`src/rtl/ssp_pkg.sv`:
```
package ssp_pkg;

    typedef enum logic [1:0] {
        ADDR_DATA = 2'd0,
        ADDR_CTRL = 2'd1,
        ADDR_STAT = 2'd2,
        ADDR_FLAG = 2'd3
    } reg_addr_e;

    localparam int CTRL_TRIG_BIT   = 0;
    localparam int CTRL_MASTER_BIT = 1;
    localparam int CTRL_MASK_BIT   = 2;
    localparam int CTRL_USED_W     = 3;

    typedef struct packed {
        logic master;
        logic mask;
    } ctrl_t;

    typedef struct packed {
        logic start;
        logic abort;
        logic load;
    } seq_cmd_t;

    typedef struct packed {
        logic fall;
        logic rise;
    } edge_ev_t;

    function automatic logic addr_hit(logic en, logic [1:0] addr, reg_addr_e target);
        return en && (addr == target);
    endfunction

endpackage

```
`src/rtl/ssp_ctrl.sv`:
```
module ssp_ctrl
    import ssp_pkg::*;
(
    input  logic                   clk,
    input  logic                   rst,
    input  logic                   bus_wr,
    input  logic                   bus_rd,
    input  logic [1:0]             bus_addr,
    input  logic [CTRL_USED_W-1:0] ctrl_wbits,
    input  logic                   running,
    input  logic                   done,
    output ctrl_t                  ctrl,
    output logic                   flag,
    output logic                   armed,
    output seq_cmd_t               cmd
);

    logic wr_data, rd_data, wr_ctrl, rd_flag;

    always_comb begin
        wr_data   = addr_hit(bus_wr, bus_addr, ADDR_DATA);
        rd_data   = addr_hit(bus_rd, bus_addr, ADDR_DATA);
        wr_ctrl   = addr_hit(bus_wr, bus_addr, ADDR_CTRL);
        rd_flag   = addr_hit(bus_rd, bus_addr, ADDR_FLAG);
        cmd.load  = wr_data && !running;
        cmd.start = wr_ctrl && ctrl_wbits[CTRL_TRIG_BIT] && armed && !running;
        cmd.abort = rd_flag && running;
    end

    always_ff @(posedge clk) begin
        if (rst) begin
            armed <= 1'b0;
            flag  <= 1'b0;
            ctrl  <= '0;
        end else begin
            if (cmd.start || cmd.abort)
                armed <= 1'b0;
            else if ((wr_data || rd_data) && !running)
                armed <= 1'b1;

            if (done)
                flag <= 1'b1;
            else if (rd_flag)
                flag <= 1'b0;

            if (wr_ctrl) begin
                ctrl.master <= ctrl_wbits[CTRL_MASTER_BIT];
                ctrl.mask   <= ctrl_wbits[CTRL_MASK_BIT];
            end
        end
    end

endmodule

```
`src/rtl/ssp_clkgen.sv`:
```
module ssp_clkgen
    import ssp_pkg::*;
#(
    parameter int DIV_HALF = 1
) (
    input  logic     clk,
    input  logic     rst,
    input  logic     running,
    input  logic     master,
    input  logic     sclk_in,
    output edge_ev_t ev,
    output logic     sclk_out
);

    localparam int DIV_W = (DIV_HALF > 1) ? $clog2(DIV_HALF) : 1;
    localparam int SYNC_N = 3;

    logic [DIV_W-1:0]  divcnt;
    logic              sclk_q;
    logic [SYNC_N-1:0] sync_q;
    logic              tick;
    logic              slave_run;

    assign tick      = running && master && (divcnt == DIV_W'(DIV_HALF - 1));
    assign slave_run = running && !master;

    always_ff @(posedge clk) begin
        if (rst) begin
            sync_q <= '1;
        end else begin
            sync_q <= {sync_q[SYNC_N-2:0], sclk_in};
        end
    end

    always_ff @(posedge clk) begin
        if (rst || !running || !master) begin
            sclk_q <= 1'b1;
            divcnt <= '0;
        end else if (tick) begin
            sclk_q <= ~sclk_q;
            divcnt <= '0;
        end else begin
            divcnt <= divcnt + 1'b1;
        end
    end

    always_comb begin
        if (master) begin
            ev.fall = tick && sclk_q;
            ev.rise = tick && !sclk_q;
        end else begin
            ev.fall = slave_run && sync_q[SYNC_N-1] && !sync_q[SYNC_N-2];
            ev.rise = slave_run && !sync_q[SYNC_N-1] && sync_q[SYNC_N-2];
        end
    end

    assign sclk_out = sclk_q;

endmodule

```
`src/rtl/ssp_shifter.sv`:
```
module ssp_shifter
    import ssp_pkg::*;
#(
    parameter int DATA_W = 8
) (
    input  logic              clk,
    input  logic              rst,
    input  seq_cmd_t          cmd,
    input  edge_ev_t          ev,
    input  logic [DATA_W-1:0] wdata,
    input  logic              sdata_in,
    output logic              running,
    output logic              done,
    output logic [DATA_W-1:0] sreg,
    output logic              sdata_out
);

    localparam int CNT_W = $clog2(DATA_W + 1);

    logic [CNT_W-1:0] bitcnt;
    logic             last_bit;

    assign last_bit = (bitcnt == CNT_W'(DATA_W - 1));
    assign done     = running && !cmd.abort && ev.rise && last_bit;

    always_ff @(posedge clk) begin
        if (rst) begin
            running   <= 1'b0;
            bitcnt    <= '0;
            sreg      <= '0;
            sdata_out <= 1'b0;
        end else begin
            if (cmd.load)
                sreg <= wdata;

            if (cmd.abort) begin
                running <= 1'b0;
                bitcnt  <= '0;
            end else if (cmd.start) begin
                running <= 1'b1;
                bitcnt  <= '0;
            end else if (running) begin
                if (ev.fall)
                    sdata_out <= sreg[DATA_W-1];
                if (ev.rise) begin
                    sreg   <= {sreg[DATA_W-2:0], sdata_in};
                    bitcnt <= bitcnt + 1'b1;
                    if (last_bit)
                        running <= 1'b0;
                end
            end
        end
    end

endmodule

```
`src/rtl/sync_serial_port.sv`:
```
module sync_serial_port
    import ssp_pkg::*;
#(
    parameter int DATA_W   = 8,
    parameter int DIV_HALF = 1
) (
    input  logic              clk,
    input  logic              rst,
    input  logic              bus_wr,
    input  logic              bus_rd,
    input  logic [1:0]        bus_addr,
    input  logic [DATA_W-1:0] bus_wdata,
    output logic [DATA_W-1:0] bus_rdata,
    input  logic              sclk_in,
    output logic              sclk_out,
    input  logic              sdata_in,
    output logic              sdata_out,
    output logic              irq
);

    ctrl_t             ctrl;
    seq_cmd_t          cmd;
    edge_ev_t          ev;
    logic              flag, armed, running, done;
    logic [DATA_W-1:0] sreg;
    logic              start_pulse, abort_pulse;

    assign start_pulse = cmd.start;
    assign abort_pulse = cmd.abort;

    ssp_ctrl u_ctrl (
        .clk        (clk),
        .rst        (rst),
        .bus_wr     (bus_wr),
        .bus_rd     (bus_rd),
        .bus_addr   (bus_addr),
        .ctrl_wbits (bus_wdata[CTRL_USED_W-1:0]),
        .running    (running),
        .done       (done),
        .ctrl       (ctrl),
        .flag       (flag),
        .armed      (armed),
        .cmd        (cmd)
    );

    ssp_clkgen #(.DIV_HALF(DIV_HALF)) u_clkgen (
        .clk      (clk),
        .rst      (rst),
        .running  (running),
        .master   (ctrl.master),
        .sclk_in  (sclk_in),
        .ev       (ev),
        .sclk_out (sclk_out)
    );

    ssp_shifter #(.DATA_W(DATA_W)) u_shifter (
        .clk       (clk),
        .rst       (rst),
        .cmd       (cmd),
        .ev        (ev),
        .wdata     (bus_wdata),
        .sdata_in  (sdata_in),
        .running   (running),
        .done      (done),
        .sreg      (sreg),
        .sdata_out (sdata_out)
    );

    always_comb begin
        case (reg_addr_e'(bus_addr))
            ADDR_DATA: bus_rdata = sreg;
            ADDR_CTRL: bus_rdata = {{(DATA_W-3){1'b0}}, ctrl.mask, ctrl.master, 1'b0};
            ADDR_STAT: bus_rdata = {{(DATA_W-1){1'b0}}, running};
            default:   bus_rdata = {{(DATA_W-1){1'b0}}, flag};
        endcase
    end

    assign irq = flag && ctrl.mask;

endmodule

```
`config.mk`:
```
export PLATFORM = sky130hd
export DESIGN_NAME = sync_serial_port
export DESIGN_NICKNAME = d
export VERILOG_FILES = /design/src/rtl/ssp_pkg.sv /design/src/rtl/ssp_ctrl.sv /design/src/rtl/ssp_clkgen.sv /design/src/rtl/ssp_shifter.sv /design/src/rtl/sync_serial_port.sv
export SDC_FILE = /design/constraint.sdc
export NUM_CORES = 1
export LEC_CHECK = 0
export BUFFER_PORTS_ARGS = -buffer_cell sky130_fd_sc_hd__buf_2
export CORE_UTILIZATION = 36
export DETAILED_ROUTE_END_ITERATION = 10
export MAX_ROUTING_LAYER = met4
export SETUP_SLACK_MARGIN = 0.15
export SYNTH_ARGS = -nofsm -noshare
export SYNTH_HDL_FRONTEND = slang
export SYNTH_SLANG_ARGS = --single-unit
export TNS_END_PERCENT = 30
```
`constraint.sdc`:
```
create_clock -name clk -period 2 [get_ports clk]
set_clock_uncertainty 0.05 [all_clocks]
set_input_delay 0.3 -clock clk [delete_from_list [all_inputs] [get_ports clk]]
set_output_delay 0.3 -clock clk [all_outputs]
set_load 0.02 [all_outputs]
```
==> impl_metrics.env, run 1 <==
export IMPL_fmax_ghz=0.5915
export IMPL_p_total_mw=0.7912
export IMPL_rows=20
export IMPL_grt_overflow=0
export IMPL_synth_largest_area_cell="dfxtp_1"
export IMPL_whs_ps=106.5
export IMPL_synth_compound_gate_area_share=0.2071
export IMPL_design_area_mm2=0.001420
export IMPL_nets=167
export IMPL_wl_um=2815
export IMPL_synth_top_family_by_area="simple AND/OR/NAND/NOR gates"
export IMPL_final_setup_viol_count=0
export IMPL_cts_sinks=23
export IMPL_synth_most_common_cell="dfxtp_1"
export IMPL_leakagePower_nw=0.5652
export IMPL_sw_frac_of_total=0.2572
export IMPL_syn_inst=125
export IMPL_ys_seq_area_frac=0.3755
export IMPL_crit_fanout=9
export IMPL_synth_mux_area_frac=0.1143
export IMPL_grt_use_total=0.1743
export IMPL_async_reset_ff_frac=0
export IMPL_htree_levels=1
export IMPL_period_share=0.8453
export IMPL_die_y_um=60.36
export IMPL_pwr_share_seq=0.607
export IMPL_hpwl_um=2094
export IMPL_cts_resized=0
export IMPL_critical_path_arrival_ps=1890
export IMPL_end_kind="flop"
export IMPL_numCtsBuffers=3
export IMPL_core_area_mm2=0.003153
export IMPL_power_share_clock=0.280
export IMPL_dpl_cell_area_mm2=0.001391
export IMPL_ys_top_cells_by_count="dfxtp_1 (23), mux2i_1 (14), nor3_1 (10)"
export IMPL_slew_viol_final=0
export IMPL_setup_tns_ps=0
export IMPL_grt_pass1_vias=1022
export IMPL_rsz0062_at_grt="false"
export IMPL_synthesis_area_mm2=0.001226
export IMPL_power_frac_comb=0.113
export IMPL_dieArea_mm2=0.003643
export IMPL_synth_top_area_share=0.3755
export IMPL_die_width_um=60.36
export IMPL_synthXorXnorAreaFrac=0.007143
export IMPL_start_util=0.3889
export IMPL_multiInputGateArea_um2=704.4
export IMPL_first_iter_violations=42
export IMPL_finalHoldViolCount=0
export IMPL_slew_headroom=0.5334
export IMPL_wl_per_cell_um=14.59
export IMPL_ant_nets=0
export IMPL_antenna_found_initial=0
export IMPL_cts_hold_buf=0
export IMPL_ys_seq_elements=23
export IMPL_cp_data_required_time_ps=2200
export IMPL_synthToLayoutAreaGrowth_pct=15.82
export IMPL_synth_cell_types=39
export IMPL_ys_flop_type="dfxtp_1"
export IMPL_path_clk_slew_ps=140
export IMPL_drt_pass1_iterations=4
export IMPL_tightest_slew_ps=690.5
export IMPL_grt_pass1_wl_um=4526
export IMPL_syn_area_per_cell_um2=9.809
export IMPL_clock_latency_ps=330
export IMPL_ir_worst_vdd_v=0.0003409
export IMPL_vias=1050
export IMPL_clockBufferDepth=2
export IMPL_vias_per_cell=5.440
export IMPL_status="finished, final reports clean"
export IMPL_synth_edff_count=0
export IMPL_cts_tree="done"
export IMPL_min_period_ps=1691
export IMPL_grt_max_degree=18
export IMPL_max_cap_violations=0
export IMPL_num_antenna_cells=0
export IMPL_drive_above_1_share=0.3020
export IMPL_yosys_area_share_simple=0.2327
export IMPL_cp_start_kind="flop"
export IMPL_drc_errors=0
export IMPL_postCtsSetupRepairBufs=0
export IMPL_pwr_density_cell_mw_per_mm2=557.2
export IMPL_yosys_area_share_adder=0.01020
export IMPL_ios=27
export IMPL_port_buffers=26
export IMPL_yosys_warnings=0
export IMPL_p_int_mw=0.5877
export IMPL_cts_root_buffer="clkbuf_4"
export IMPL_syn_nets=142
export IMPL_fillers=325
export IMPL_ys_top_cells_by_area="dfxtp_1 (38%), mux2i_1 (11%), a221oi_2 (9.8%), nor3_1 (4.1%), and2_1 (3.1%)"
export IMPL_criticalPathCategory="flop to flop"
export IMPL_p_switching_mw=0.2035
export IMPL_seq_area_um2=461.7
export IMPL_gp_congestion=0.8129
export IMPL_worstHoldPathType="primary input to flop"
-- worst paths after layout --
check	startpoint	endpoint	slack, ps	cells after the start
setup / recovery	u_ctrl.ctrl[1]	u_shifter.sreg[1]	310	3
hold reg to reg	u_clkgen.sync_q[0]	u_clkgen.sync_q[1]	370	1
setup reg to reg	u_ctrl.ctrl[1]	u_shifter.sreg[1]	310	3
hold / removal	sclk_in	u_clkgen.sync_q[0]	110	2
-- layout make-up --
type | count | share of cell area
clock buffer | 3 | 0.01586
sequential | 23 | 0.3251
tap | 44 | 0.03877
inverter | 3 | 0.007930
clock inverter | 1 | 0.003524
multi-input combinational | 89 | 0.4960
timing repair buffer | 30 | 0.1128
-- through the flow --
step,std cells,util,setup slack [ps]
after global placement,189,0.4413,362.8
after detailed placement,189,0.4413,223.2
final,193,0.4504,309.4
after global routing,193,0.4504,182.9
after floorplan,125,-,524.7
after CTS,193,0.4500,197.6
-- routing by layer --
metal / up-vias / part of all wire / track usage / wire length, µm
met5: - / 0 / - / 0
met4: 0 / 0.011 / 0.08970 / 32
met3: 4 / 0.039 / 0.04691 / 110
met2: 20 / 0.48 / 0.2732 / 1343
met1: 512 / 0.47 / 0.2034 / 1329
li1: 514 / - / - / -
-- flip-flops by register name (all words and copies together), names as in the netlist --
signal / count
u_shifter.sreg: 8
u_shifter.bitcnt: 4
u_shifter.sdata_out: 1
u_shifter.running: 1
u_ctrl.ctrl: 2
u_clkgen.sclk_out: 1
u_ctrl.flag: 1
u_clkgen.divcnt: 1
u_ctrl.armed: 1
u_clkgen.sync_q: 3
-- critical path, cell delays in order, from the launching register on --
cell	delay, ps
dfxtp_1	490
nand4bb_1	320
a211o_4	490
a221oi_2	260
-- cells in the final DEF (no fill, tap or decap), drive strengths merged, types with 3 or more instances in the layout --
master,count
clkbuf,3
inv,3
o21ai,3
nor2,6
nand2,3
nor3,10
mux2i,14
buf,30
a221oi,8
a21oi,4
and3,3
and2,6
dfxtp,23
nand3,3
or2,3
-- power groups by stage --
stage | Combinational (mW) | Sequential [mW] | Clock (mW)
after floorplan | 0.0589 | 0.487 | 0
after global placement | 0.0870 | 0.490 | 0
after detailed placement | 0.0900 | 0.490 | 0
after CTS | 0.0901 | 0.480 | 0.228
after global routing | 0.0965 | 0.482 | 0.253
final | 0.0892 | 0.480 | 0.222
-- logic make-up (layout without fill, tap and decap cells) --
group	count (synthesis)	count (layout)
AND/OR/NAND/NOR	46	46
AO/OA/AOI/OAI	26	26
flip-flops	23	23
multiplexers	14	14
buffers and inverters	13	37
adder cells (fa/ha/maj)	1	1
other	1	1
XOR/XNOR	1	1
No activity file was read; power rests on OpenSTA's default activity.
==> run 2, diff against run 1 <==
==> constraint.sdc (replaced) <==
create_clock -name clk -period 1.7 [get_ports clk]
set_clock_uncertainty 0.05 [all_clocks]
set_input_delay 0.255 -clock clk [delete_from_list [all_inputs] [get_ports clk]]
set_output_delay 0.255 -clock clk [all_outputs]
set_load 0.02 [all_outputs]
==> impl_metrics.env, run 2 (synthesized netlist as in run 1, its figures left out) <==
export IMPL_drc_errors=0
export IMPL_synthToLayoutAreaGrowth_pct=21.02
export IMPL_crit_fanout=11
export IMPL_regMostFlops="u_shifter.sreg"
export IMPL_slew_viol_final=0
export IMPL_path_clk_slew_ps=130
export IMPL_cts_root_buffer="clkbuf_4"
export IMPL_drive_above_1_share=0.3355
export IMPL_ant_nets=0
export IMPL_setup_tns_ps=0
export IMPL_cts_hold_buf=0
export IMPL_reg_largest_list="u_shifter.sreg: 8 flops, u_shifter.bitcnt: 4 flops, u_clkgen.sync_q: 3 flops"
export IMPL_grt_overflow=0
export IMPL_fmax_ghz=0.6612
export IMPL_finalHoldViolCount=0
export IMPL_num_antenna_cells=0
export IMPL_status="finished, final reports clean"
export IMPL_gp_congestion=0.8235
export IMPL_numCtsBuffers=3
export IMPL_start_util=0.3889
export IMPL_ff2ff_setup_slack_ps=190
export IMPL_leakagePower_nw=0.5935
export IMPL_nets=173
export IMPL_grt_pass1_vias=1014
export IMPL_postCtsSetupRepairBufs=0
export IMPL_core_area_mm2=0.003153
export IMPL_hpwl_um=2167
export IMPL_ir_worst_vdd_v=0.0003747
export IMPL_wl_um=2850
export IMPL_final_common_cell="buf_2"
export IMPL_pwr_density_cell_mw_per_mm2=622.1
export IMPL_min_period_ps=1512
export IMPL_period_share=0.8896
export IMPL_cts_sinks=23
export IMPL_cts_tree="done"
export IMPL_critical_path_arrival_ps=1660
export IMPL_clock_latency_ps=310
export IMPL_wl_per_cell_um=14.32
export IMPL_final_setup_viol_count=0
export IMPL_dieArea_mm2=0.003643
export IMPL_ios=27
export IMPL_criticalPathCategory="flop to flop"
export IMPL_first_iter_violations=44
export IMPL_vias_per_cell=5.312
export IMPL_worstHoldPathType="primary input to flop"
export IMPL_htree_levels=1
export IMPL_grt_pass1_wl_um=4643
export IMPL_rsz0062_at_grt="false"
export IMPL_die_width_um=60.36
export IMPL_cp_start_kind="flop"
export IMPL_rows=20
export IMPL_final_cell_mix="buf_2 (26), dfxtp_1 (21), mux2i_1 (14)"
export IMPL_p_total_mw=0.9231
export IMPL_largest_reg_flops=8
export IMPL_max_cap_violations=0
export IMPL_antenna_found_initial=0
export IMPL_port_buffers=26
export IMPL_clockBufferDepth=2
export IMPL_cp_data_required_time_ps=1850
export IMPL_vias=1057
export IMPL_end_kind="flop"
export IMPL_drt_pass1_iterations=4
export IMPL_die_y_um=60.36
export IMPL_grt_max_degree=18
export IMPL_grt_use_total=0.1778
-- run 2: per-layer routing --
| metal | global-route usage | vias to the layer above | share of wire |
|---|---|---|---|
| met2 | 0.2967 | 26 | 0.47 |
| met5 | - | - | 0 |
| met4 | 0.04319 | 0 | 0.020 |
| li1 | - | 527 | - |
| met1 | 0.2173 | 498 | 0.48 |
| met3 | 0.03838 | 6 | 0.034 |
-- run 2: worst max-delay path, cell delays in order (launching register included) --
cell and delay, ps:
dfxtp_4 410, nor4b_2 320, buf_4 250, mux2i_1 270
a221oi_2 100
-- run 2: cell type report --
| class | instances | area (µm²) |
|---|---|---|
| Sequential cell | 23 | 465.4 |
| Tap cell | 44 | 55.05 |
| Fill cell | 320 | 1669 |
| Clock buffer | 4 | 26.28 |
| Inverter | 3 | 11.26 |
| Timing Repair Buffer | 36 | 205.2 |
| Multi-Input combinational cell | 89 | 720.7 |
-- run 2: final timing paths --
check,from,end,depth (start not counted)
setup / recovery,u_shifter.running,u_shifter.sreg[4],4
hold / removal,sclk_in,u_clkgen.sync_q[0],2
setup reg to reg,u_shifter.running,u_shifter.sreg[4],4
hold reg to reg,u_clkgen.sync_q[0],u_clkgen.sync_q[1],1
-- run 2: repair_timing --
item                                    in CTS  in global routing
pin swaps                                    0                  1
endpoints found under the setup margin       9                 12
resized for setup                            1                  3
-- run 2: report_power, final --
group          leakage (nW)  internal (mW)  switching (mW)
combinational         0.390         0.0521          0.0557
clock                0.0150         0.0916           0.159
sequential            0.188          0.552          0.0123
total                 0.594          0.696           0.227
-- run 2: through the flow --
| step | setup slack (ps) | std cells | util | area [µm²] | hold slack (ps) |
|---|---|---|---|---|---|
| finish | 187.7 | 199 | 0.4706 | 1484 | 70.31 |
| global route | 110.8 | 199 | 0.4706 | 1484 | 58.29 |
| CTS | 155.4 | 199 | 0.4643 | 1464 | 61.94 |
| detailed placement | 103.8 | 195 | 0.4556 | 1436 | 348.5 |
| global placement | 184.8 | 195 | 0.4556 | 1436 | 338.7 |
| floorplan | 224.7 | 125 | - | 1226 | 302.1 |
==> run 3, diff against run 2 <==
--- a/config.mk
+++ b/config.mk
@@ -8,7 +8,7 @@
 export BUFFER_PORTS_ARGS = -buffer_cell sky130_fd_sc_hd__buf_2
 export CORE_UTILIZATION = 36
 export DETAILED_ROUTE_END_ITERATION = 10
-export MAX_ROUTING_LAYER = met4
+export REMOVE_ABC_BUFFERS = 1
 export SETUP_SLACK_MARGIN = 0.15
 export SYNTH_ARGS = -nofsm -noshare
 export SYNTH_HDL_FRONTEND = slang
==> constraint.sdc (replaced) <==
create_clock -name clk -period 1.7 [get_ports clk]
set_clock_uncertainty 0.05 [all_clocks]
set_input_delay 0.255 -clock clk [delete_from_list [all_inputs] [get_ports clk]]
set_output_delay 0.255 -clock clk [all_outputs]
set_load 0.005 [all_outputs]
==> impl_metrics.env, run 3 (synthesized netlist as in run 1, its figures left out) <==
export IMPL_status="finished, final reports clean"
export IMPL_cts_tree="done"
export IMPL_grt_use_total=0.1750
export IMPL_vias_per_cell=5.343
export IMPL_wl_um=2835
export IMPL_final_cell_mix="buf_2 (26), dfxtp_1 (21), mux2i_1 (14)"
export IMPL_htree_levels=1
export IMPL_vias=1058
export IMPL_layout_setup_ws_ps=226.3
export IMPL_seq_area_um2=462.9
export IMPL_finalHoldViolCount=0
export IMPL_die_width_um=60.36
export IMPL_ios=27
export IMPL_antenna_found_initial=0
export IMPL_worstHoldPathType="primary input to flop"
export IMPL_setup_tns_ps=0
export IMPL_met2_usage=0.3061
export IMPL_first_iter_violations=69
export IMPL_ir_worst_vdd_v=0.0004536
export IMPL_use_met1=0.2267
export IMPL_drc_errors=0
export IMPL_numCtsBuffers=3
export IMPL_crit_fanout=8
export IMPL_cts_hold_buf=0
export IMPL_critical_path_arrival_ps=1170
export IMPL_postCtsSetupRepairBufs=0
export IMPL_gp_congestion=0.7466
export IMPL_pre_cts_ws_ps=106.8
export IMPL_synthToLayoutAreaGrowth_pct=21.84
export IMPL_nets=172
export IMPL_cts_root_buffer="clkbuf_4"
export IMPL_multiInputGateArea_um2=737.0
export IMPL_cts_sinks=23
export IMPL_grt_pass1_wl_um=4809
export IMPL_criticalPathCategory="flop to output pin"
export IMPL_pwr_density_cell_mw_per_mm2=629.3
export IMPL_worstRegToRegCells=3
export IMPL_hpwl_um=2110
export IMPL_period_share=0.8669
export IMPL_fillers=324
export IMPL_grt_overflow=0
export IMPL_port_buffers=26
export IMPL_clock_latency_ps=320
export IMPL_end_kind="output pin"
export IMPL_grt_max_degree=18
export IMPL_fmax_ghz=0.6786
export IMPL_start_util=0.3889
export IMPL_cp_start_kind="flop"
export IMPL_regMostFlops="u_shifter.sreg"
export IMPL_grt_pass1_vias=1002
export IMPL_path_clk_slew_ps=140
export IMPL_leakagePower_nw=0.6006
export IMPL_ant_nets=0
export IMPL_reg_largest_list="u_shifter.sreg: 8 flops, u_shifter.bitcnt: 4 flops, u_clkgen.sync_q: 3 flops"
export IMPL_wl_per_cell_um=14.32
export IMPL_die_y_um=60.36
export IMPL_final_common_cell="buf_2"
export IMPL_tightest_slew_ps=571.6
export IMPL_core_area_mm2=0.003153
export IMPL_rsz0062_at_grt="true"
export IMPL_busiest_layer="met2"
export IMPL_slew_headroom=0.6157
export IMPL_largest_reg_flops=8
export IMPL_clockBufferDepth=2
export IMPL_drive_above_1_share=0.3442
export IMPL_slew_viol_final=0
export IMPL_cp_data_required_time_ps=1390
export IMPL_rows=20
export IMPL_drt_pass1_iterations=4
export IMPL_grt_use_met3=0.03838
export IMPL_final_setup_viol_count=0
export IMPL_num_antenna_cells=0
export IMPL_dieArea_mm2=0.003643
export IMPL_hold_depth=2
export IMPL_min_period_ps=1474
export IMPL_max_cap_violations=0
==> run 3: cell types whose count changed in the layout (fill, tap and decap cells not counted), sizes merged <==
cell / change
clkinvlp: +1
clkbuf: -1
buf: -1
==> run 3: routing by layer <==
layer  routed length [µm]  up-vias  part of all wire
li1                     -      522                 -
met3                  126        2             0.044
met2                 1416       29              0.50
met1                 1282      505              0.45
met4                   10        0            0.0035
met5                    0        -                 0
==> run 3: where the power goes <==
group	internal, mW	total, mW	switching (mW)
sequential	0.554	0.567	0.0135
clock	0.0899	0.271	0.181
combinational	0.0513	0.102	0.0508
total	0.695	0.940	0.245
==> run 3: layout make-up <==
type,instances,area share
Clock buffer,3,0.01508
Clock inverter,1,0.005025
Inverter,3,0.007538
Multi-Input combinational cell,89,0.4933
Sequential cell,23,0.3099
Tap cell,44,0.03685
Timing Repair Buffer,35,0.1323
==> run 3: metrics by stage <==
step                total power, mW  cell area, µm²  hold slack [ps]  utilization  std cells
floorplan                    0.6239            1176            271.2            -        115
global placement             0.6751            1429            338.3       0.4532        194
detailed placement           0.6779            1429            340.7       0.4532        194
CTS                          0.9478            1466            35.89       0.4651        198
global route                 0.9870            1494            25.70       0.4738        198
finish                       0.9401            1494            43.94       0.4738        198
==> run 3: final timing paths <==
check	startpoint	end	slack [ps]
hold reg to reg	u_clkgen.sync_q[0]	u_clkgen.sync_q[1]	370
hold / removal	sclk_in	u_clkgen.sync_q[0]	40
setup / recovery	u_shifter.running	bus_rdata[0]	230
setup reg to reg	u_clkgen.divcnt	u_shifter.sreg[2]	240
==> run 3: timing repair <==
action	4_1_cts	5_1_grt
setup endpoints to repair	8	8
pin swaps	0	1
gates resized for setup	3	3
==> run 3: worst max-delay path, stage by stage, from the launching register on <==
cell     delay [ps]
dfxtp_2         480
mux2i_1         110
o21ai_1         130
buf_2           130
